===== config.mk =====
export PLATFORM = sky130hd
export DESIGN_NAME = eeprom_loader
export DESIGN_NICKNAME = d
export VERILOG_FILES = /design/src/rtl/eel_pkg.sv /design/src/rtl/eel_tick_gen.sv /design/src/rtl/eel_mw_engine.sv /design/src/rtl/eel_cfg_regs.sv /design/src/rtl/eeprom_loader.sv
export SDC_FILE = /design/constraint.sdc
export NUM_CORES = 1
export LEC_CHECK = 0
export BUFFER_PORTS_ARGS = -buffer_cell sky130_fd_sc_hd__clkbuf_2
export CAP_MARGIN = 25
export CORE_ASPECT_RATIO = 0.6
export CORE_MARGIN = 4
export CORE_UTILIZATION = 45
export CTS_BUF_LIST = sky130_fd_sc_hd__clkbuf_4
export DETAILED_ROUTE_END_ITERATION = 10
export REMOVE_ABC_BUFFERS = 1
export SLEW_MARGIN = 20
export SYNTH_ARGS = -nofsm -noshare
export SYNTH_HDL_FRONTEND = slang
export SYNTH_SLANG_ARGS = --single-unit
export TNS_END_PERCENT = 50

===== constraint.sdc =====
create_clock -name clk_i -period 3 [get_ports clk_i]
set_input_delay 0.3 -clock clk_i [delete_from_list [all_inputs] [get_ports clk_i]]
set_output_delay 0.3 -clock clk_i [all_outputs]
set_load 0.02 [all_outputs]

===== src/rtl/eel_pkg.sv =====
package eel_pkg;
  typedef enum logic [1:0] {ENG_IDLE, ENG_GAP, ENG_SHIFT} eng_state_t;
  typedef enum logic [2:0] {CTL_STRAP, CTL_ISSUE, CTL_WAIT, CTL_CHECK, CTL_HALT} ctl_state_t;
  localparam logic [2:0] MW_READ_CMD = 3'b110; // start bit, then read opcode
endpackage


===== src/rtl/eel_tick_gen.sv =====
module eel_tick_gen #(
  parameter int SK_HALF = 4
) (
  input  logic clk_i,
  input  logic rst_ni,
  output logic tick_o
);
  localparam int CW = (SK_HALF > 1) ? $clog2(SK_HALF) : 1;
  logic [CW-1:0] cnt_q;

  always_ff @(posedge clk_i or negedge rst_ni) begin
    if (!rst_ni) begin
      cnt_q  <= '0;
      tick_o <= 1'b0;
    end else if (cnt_q == CW'(SK_HALF - 1)) begin
      cnt_q  <= '0;
      tick_o <= 1'b1;
    end else begin
      cnt_q  <= cnt_q + 1'b1;
      tick_o <= 1'b0;
    end
  end
endmodule


===== src/rtl/eel_mw_engine.sv =====
module eel_mw_engine #(
  parameter int ADDR_W = 6,
  parameter int DATA_W = 16
) (
  input  logic              clk_i,
  input  logic              rst_ni,
  input  logic              tick_i,
  input  logic              start_i,
  input  logic [ADDR_W-1:0] addr_i,
  input  logic              mw_do_i,
  output logic              mw_cs_o,
  output logic              mw_sk_o,
  output logic              mw_di_o,
  output logic              word_vld_o,
  output logic [DATA_W-1:0] word_o
);
  import eel_pkg::*;
  localparam int CMD_W   = 3 + ADDR_W;
  localparam int FRAME_W = CMD_W + DATA_W;
  localparam int BW      = $clog2(FRAME_W);

  eng_state_t        st_q;
  logic [CMD_W-1:0]  cmd_q;
  logic [BW-1:0]     bit_q;
  logic              gap_q, cs_q, sk_q, vld_q;
  logic [DATA_W-1:0] data_q;

  always_ff @(posedge clk_i or negedge rst_ni) begin
    if (!rst_ni) begin
      st_q   <= ENG_IDLE;
      cmd_q  <= '0;
      bit_q  <= '0;
      gap_q  <= 1'b0;
      cs_q   <= 1'b0;
      sk_q   <= 1'b0;
      vld_q  <= 1'b0;
      data_q <= '0;
    end else begin
      vld_q <= 1'b0;
      unique case (st_q)
        ENG_IDLE: if (start_i) begin
          cmd_q <= {MW_READ_CMD, addr_i};
          gap_q <= 1'b0;
          st_q  <= ENG_GAP;
        end
        // hold CS low for two ticks (one SK period) before the frame
        ENG_GAP: if (tick_i) begin
          gap_q <= 1'b1;
          if (gap_q) begin
            cs_q  <= 1'b1;
            bit_q <= '0;
            st_q  <= ENG_SHIFT;
          end
        end
        ENG_SHIFT: if (tick_i) begin
          if (!sk_q) begin
            sk_q <= 1'b1;
          end else begin
            sk_q <= 1'b0;
            if (bit_q >= BW'(CMD_W))
              data_q <= {data_q[DATA_W-2:0], mw_do_i};
            if (bit_q == BW'(FRAME_W - 1)) begin
              cs_q  <= 1'b0;
              vld_q <= 1'b1;
              st_q  <= ENG_IDLE;
            end else begin
              bit_q <= bit_q + 1'b1;
              cmd_q <= cmd_q << 1;
            end
          end
        end
        default: st_q <= ENG_IDLE;
      endcase
    end
  end

  assign mw_cs_o    = cs_q;
  assign mw_sk_o    = sk_q;
  assign mw_di_o    = cs_q & cmd_q[CMD_W-1];
  assign word_vld_o = vld_q;
  assign word_o     = data_q;
endmodule


===== src/rtl/eel_cfg_regs.sv =====
module eel_cfg_regs #(
  parameter int              NUM_WORDS = 16,
  parameter int              DATA_W    = 16,
  parameter logic [DATA_W-1:0] RST_VAL = '0
) (
  input  logic                         clk_i,
  input  logic                         rst_ni,
  input  logic                         clr_i,
  input  logic                         we_i,
  input  logic [$clog2(NUM_WORDS)-1:0] waddr_i,
  input  logic [DATA_W-1:0]            wdata_i,
  input  logic [$clog2(NUM_WORDS)-1:0] raddr_i,
  output logic [DATA_W-1:0]            rdata_o
);
  localparam int IW = $clog2(NUM_WORDS);
  logic [DATA_W-1:0] mem_q [NUM_WORDS];

  for (genvar g = 0; g < NUM_WORDS; g++) begin : g_word
    always_ff @(posedge clk_i or negedge rst_ni) begin
      if (!rst_ni)                               mem_q[g] <= RST_VAL;
      else if (clr_i)                            mem_q[g] <= RST_VAL;
      else if (we_i && (waddr_i == IW'(g)))      mem_q[g] <= wdata_i;
    end
  end

  assign rdata_o = mem_q[raddr_i];
endmodule


===== src/rtl/eeprom_loader.sv =====
module eeprom_loader #(
  parameter int SK_HALF   = 4,
  parameter int NUM_WORDS = 16,
  parameter int ADDR_W    = 6,
  parameter int DATA_W    = 16
) (
  input  logic                         clk_i,
  input  logic                         rst_ni,
  input  logic                         strap_det_i,
  output logic                         mw_cs_o,
  output logic                         mw_sk_o,
  output logic                         mw_di_o,
  input  logic                         mw_do_i,
  input  logic                         host_sb_we_i,
  input  logic                         host_sb_val_i,
  input  logic [$clog2(NUM_WORDS)-1:0] cfg_raddr_i,
  output logic [DATA_W-1:0]            cfg_rdata_o,
  output logic                         shift_busy_o,
  output logic                         present_o,
  output logic                         done_o,
  output logic                         error_o
);
  import eel_pkg::*;
  localparam int                IW        = $clog2(NUM_WORDS);
  localparam logic [DATA_W-1:0] SUM_GOOD  = '1;
  localparam logic [IW-1:0]     LAST_IDX  = IW'(NUM_WORDS - 1);

  ctl_state_t        st_q;
  logic [IW-1:0]     idx_q;
  logic [DATA_W-1:0] sum_q;
  logic              present_q, sb_q, done_q, err_q;
  logic              tick, start, word_vld, wr_en, clr;
  logic [DATA_W-1:0] word;

  eel_tick_gen #(.SK_HALF(SK_HALF)) u_tick (
    .clk_i (clk_i), .rst_ni (rst_ni), .tick_o (tick)
  );

  eel_mw_engine #(.ADDR_W(ADDR_W), .DATA_W(DATA_W)) u_eng (
    .clk_i      (clk_i),
    .rst_ni     (rst_ni),
    .tick_i     (tick),
    .start_i    (start),
    .addr_i     (ADDR_W'(idx_q)),
    .mw_do_i    (mw_do_i),
    .mw_cs_o    (mw_cs_o),
    .mw_sk_o    (mw_sk_o),
    .mw_di_o    (mw_di_o),
    .word_vld_o (word_vld),
    .word_o     (word)
  );

  assign start = (st_q == CTL_ISSUE);
  assign wr_en = (st_q == CTL_WAIT) && word_vld;
  assign clr   = (st_q == CTL_CHECK) && (sum_q != SUM_GOOD);

  eel_cfg_regs #(.NUM_WORDS(NUM_WORDS), .DATA_W(DATA_W)) u_regs (
    .clk_i   (clk_i),
    .rst_ni  (rst_ni),
    .clr_i   (clr),
    .we_i    (wr_en),
    .waddr_i (idx_q),
    .wdata_i (word),
    .raddr_i (cfg_raddr_i),
    .rdata_o (cfg_rdata_o)
  );

  always_ff @(posedge clk_i or negedge rst_ni) begin
    if (!rst_ni) begin
      st_q      <= CTL_STRAP;
      idx_q     <= '0;
      sum_q     <= '0;
      present_q <= 1'b0;
      sb_q      <= 1'b0;
      done_q    <= 1'b0;
      err_q     <= 1'b0;
    end else begin
      done_q <= 1'b0;
      unique case (st_q)
        CTL_STRAP: begin
          present_q <= strap_det_i;
          if (strap_det_i) begin
            sb_q <= 1'b1;
            st_q <= CTL_ISSUE;
          end else begin
            st_q <= CTL_HALT;
          end
        end
        CTL_ISSUE: st_q <= CTL_WAIT;
        CTL_WAIT: if (word_vld) begin
          sum_q <= sum_q + word;
          if (idx_q == LAST_IDX) begin
            st_q <= CTL_CHECK;
          end else begin
            idx_q <= idx_q + 1'b1;
            st_q  <= CTL_ISSUE;
          end
        end
        CTL_CHECK: begin
          done_q <= 1'b1;
          if (sum_q == SUM_GOOD) sb_q  <= 1'b0;
          else                   err_q <= 1'b1;
          st_q <= CTL_HALT;
        end
        CTL_HALT: st_q <= CTL_HALT;
        default:  st_q <= CTL_HALT;
      endcase
      if (host_sb_we_i) sb_q <= host_sb_val_i; // host write wins
    end
  end

  assign shift_busy_o = sb_q;
  assign present_o    = present_q;
  assign done_o       = done_q;
  assign error_o      = err_q;
endmodule


==> impl_metrics.yaml <==
timing:
  final_max_slew_viol_count: 0
  fin_crit_sh_pct: 89.5
  finalHoldViolations: 0
  relSlewSlack_pct: 38.9
  post-route-min-period_ns: 2.68
  fin_hold_ws_ns: 0.126
  setup_viol: 0
  worst_slew_pin_slew_ns: 0.917
  rsz0062_at_grt: "false"
  max_freq_ghz: 0.373
  skew_ns: 0.0469
detailed_routing:
  dr.pass1.iters: 5
  wirelength_um: 48800
  drt-vias-per-instance: 5.77
  drt_iter0_drc: 1481
  dr_total_vias: 12600
  drc: 0
  wl_per_cell_um: 22.4
  ant_nets: 0
synth:
  yosysUniqueCellTypes: 64
  synth_xor_area_share_pct: 0.706
  synth_compound_area_share_pct: 12.3
  synth-simple-area-share_pct: 16.8
  synthMuxAreaShare_pct: 12.7
  syn-cell-area_mm2: 0.0161
  syn_inst: 1614
  synth_top_family_by_area: "simple AND/OR/NAND/NOR gates"
  syn_area_per_cell_um2: 10.0
  synth-warning-count: 0
  yosysSeqAreaShare_pct: 49.9
  synth-seq-cells: 322
  synthArstFlopShare_pct: 100
  synth-edff-count: 0
  synth_ff_type: "dfrtp_1"
  synth_fa_ha_area_share_pct: 1.91
placed_design:
  dp.final_hpwl_um: 31900
  dpl.cell_count: 2034
  gp_congestion: 0.898
  port_buffers: 32
power:
  peakVddDrop_mv: 0.254
  p_per_area_mw_per_mm2: 478
  leakagePower_nw: 7.83
setup_path:
  startpoint: "u_regs.mem_q[72]"
  cp.arrival_ns: 2.38
  startpoint_type: "flop"
  crit_family: "multiplexers"
  cp_slowest_cell: "mux4_2"
  crit_buf_inv: 1
  r2r-start: "sum_q[0]"
  crit_fanout: 2
  r2r_slack_ns: 0.50
  crit_chain: "mux4_2 -> mux4_2 -> clkbuf_2"
  reg2reg_depth: 7
  path_class: "flop to primary output"
  cp_common_cell: "mux4_2"
  crit_required_ns: 2.70
  critPathMaxStageDelay_ns: 0.53
  r2r_end: "sum_q[12]"
  critPathCapture: "cfg_rdata_o[8]"
  cp-end-kind: "primary output"
  crit_cells: 3
clock_tree:
  cts_htree_levels: 3
  hold_buffers: 5
  post_cts_buffers: 0
  cts_tree: "yes"
  cts_resized: 0
  clkSlewWorstSetupHoldPaths_ns: 0.08
  cts_buffers: 81
  clock_sinks: 322
  clockRootBuffer: "clkbuf_4"
  insertion_delay_ns: 0.77
  clockBufferDepth: 3
grt:
  grtUsageTotal_pct: 25.3
  grt_antenna_before_repair: 2
  met1_usage_pct: 40.3
  grt_pass1_wl_um: 75400
  grt_start_max_net_pins: 94
  use_met3_pct: 9.66
  grt_busiest_layer: "met1"
  grt_pass1_vias: 11900
  use_met2_pct: 32.4
  overflow: 0
layout:
  syn2layout_area_growth_pct: 9.95
  final_common_cell: "nand2_1"
  fillCellCount: 3182
  drive_above_1_share_pct: 21.5
  final_util_pct: 50.4
  mostFrequentLayoutCells: "569 x nand2_1, 322 x dfrtp_1, 239 x a21oi_1"
  nets: 1689
  stdcell_count: 2179
  regArea_mm2: 0.00806
  multi_input_area_mm2: 0.00717
die:
  die_h_um: 155
  die_area_mm2: 0.0391
  die_w_um: 252
  row_count: 53
  pin_count: 33
  start_util_pct: 45.8
  core_mm2: 0.0352
min_path:
  hold_path_class: "primary input to async pin"
outcome:
  outcome: "finished clean"
run:
  maxCapViolations: 0
-- worst reg2reg max path, stage by stage (launching register included) --
cell and delay (ns):
dfrtp_1 0.38, ha_1 0.23, fa_1 0.25, a21o_1 0.16
nand4_1 0.25, a2111oi_0 0.86, or3_1 0.21, nand3_1 0.07
-- cell families (layout without fill, tap and decap cells) --
family          count (synthesis)  after routing
buf+inv                       151            248
simple gates                  662            662
compound gates                340            340
other cells                     0              1
mux                           102            102
flops                         322            322
xor+xnor                       13             13
fa+ha+maj                      24             24
-- flip-flops by register name, indices dropped and copies added (netlist names), 2 cells and up --
register / flops
u_regs.mem_q: 256
sum_q: 16
u_eng.word_o: 16
u_eng.cmd_q: 9
u_eng.bit_q: 5
idx_q: 4
st_q: 3
u_eng.st_q: 2
u_tick.cnt_q: 2
-- power by group --
group          internal, mW  switching (mW)  total, mW
registers              4.34         0.00110       4.34
clock network          2.01            1.88       3.89
logic                0.0806           0.164      0.245
-- worst min-delay path by stage --
stage | slack, ns | cells past startpoint | end | startpoint
final | 0.13 | 2 | sum_q[7] | rst_ni
after global placement | 0.35 | 1 | sum_q[5] | rst_ni
after CTS | 0.12 | 2 | sum_q[5] | rst_ni
after detailed placement | 0.36 | 1 | sum_q[5] | rst_ni
after global routing | 0.13 | 2 | sum_q[7] | rst_ni
after floorplan | 0.004 | 0 | done_o | rst_ni
-- metrics by stage --
step / instance area (um^2) / setup slack (ns) / power, mW / setup TNS, ns
final: 17700 / 0.316 / 8.48 / 0
after global routing: 17700 / 0.191 / 8.85 / 0
after global placement: 16700 / 0.465 / 4.67 / 0
after CTS: 17700 / 0.231 / 8.57 / 0
after detailed placement: 16700 / 0.465 / 4.67 / 0
after floorplan: 15200 / -7.93 / 4.48 / -1854.58
-- Yosys cell counts (7+ instances only) --
master | instances | area share, %
a21o_1 | 7 | 0.33
a21oi_1 | 239 | 7.4
a21oi_2 | 37 | 2.0
and2_1 | 19 | 0.74
buf_1 | 8 | 0.19
buf_2 | 51 | 1.6
buf_4 | 42 | 2.0
buf_6 | 13 | 0.91
clkbuf_1 | 26 | 0.60
dfrtp_1 | 322 | 50
ha_1 | 23 | 1.8
inv_1 | 8 | 0.19
mux2_2 | 18 | 1.3
mux4_2 | 80 | 11
nand2_1 | 569 | 13
nand3_1 | 10 | 0.31
nand4_1 | 9 | 0.35
nor2_1 | 16 | 0.37
nor3_1 | 8 | 0.25
o21ai_0 | 18 | 0.56
xor2_1 | 8 | 0.43
-- routing by layer --
metal | vias up | share of wire [%]
met2 | 662 | 39
met4 | 0 | 1.1
li1 | 5638 | -
met1 | 6223 | 47
met5 | - | 0
met3 | 56 | 13
-- cell type report --
class | instances | area share [%]
flip-flops and latches | 322 | 45.4
multi-input cells | 1141 | 40.4
repair buffers | 101 | 4.89
clock buffers | 114 | 4.82
well taps | 467 | 3.29
clock inverters | 25 | 0.994
inverters | 8 | 0.169
diodes | 1 | 0.0141
No activity file was read; power rests on OpenSTA's default activity.
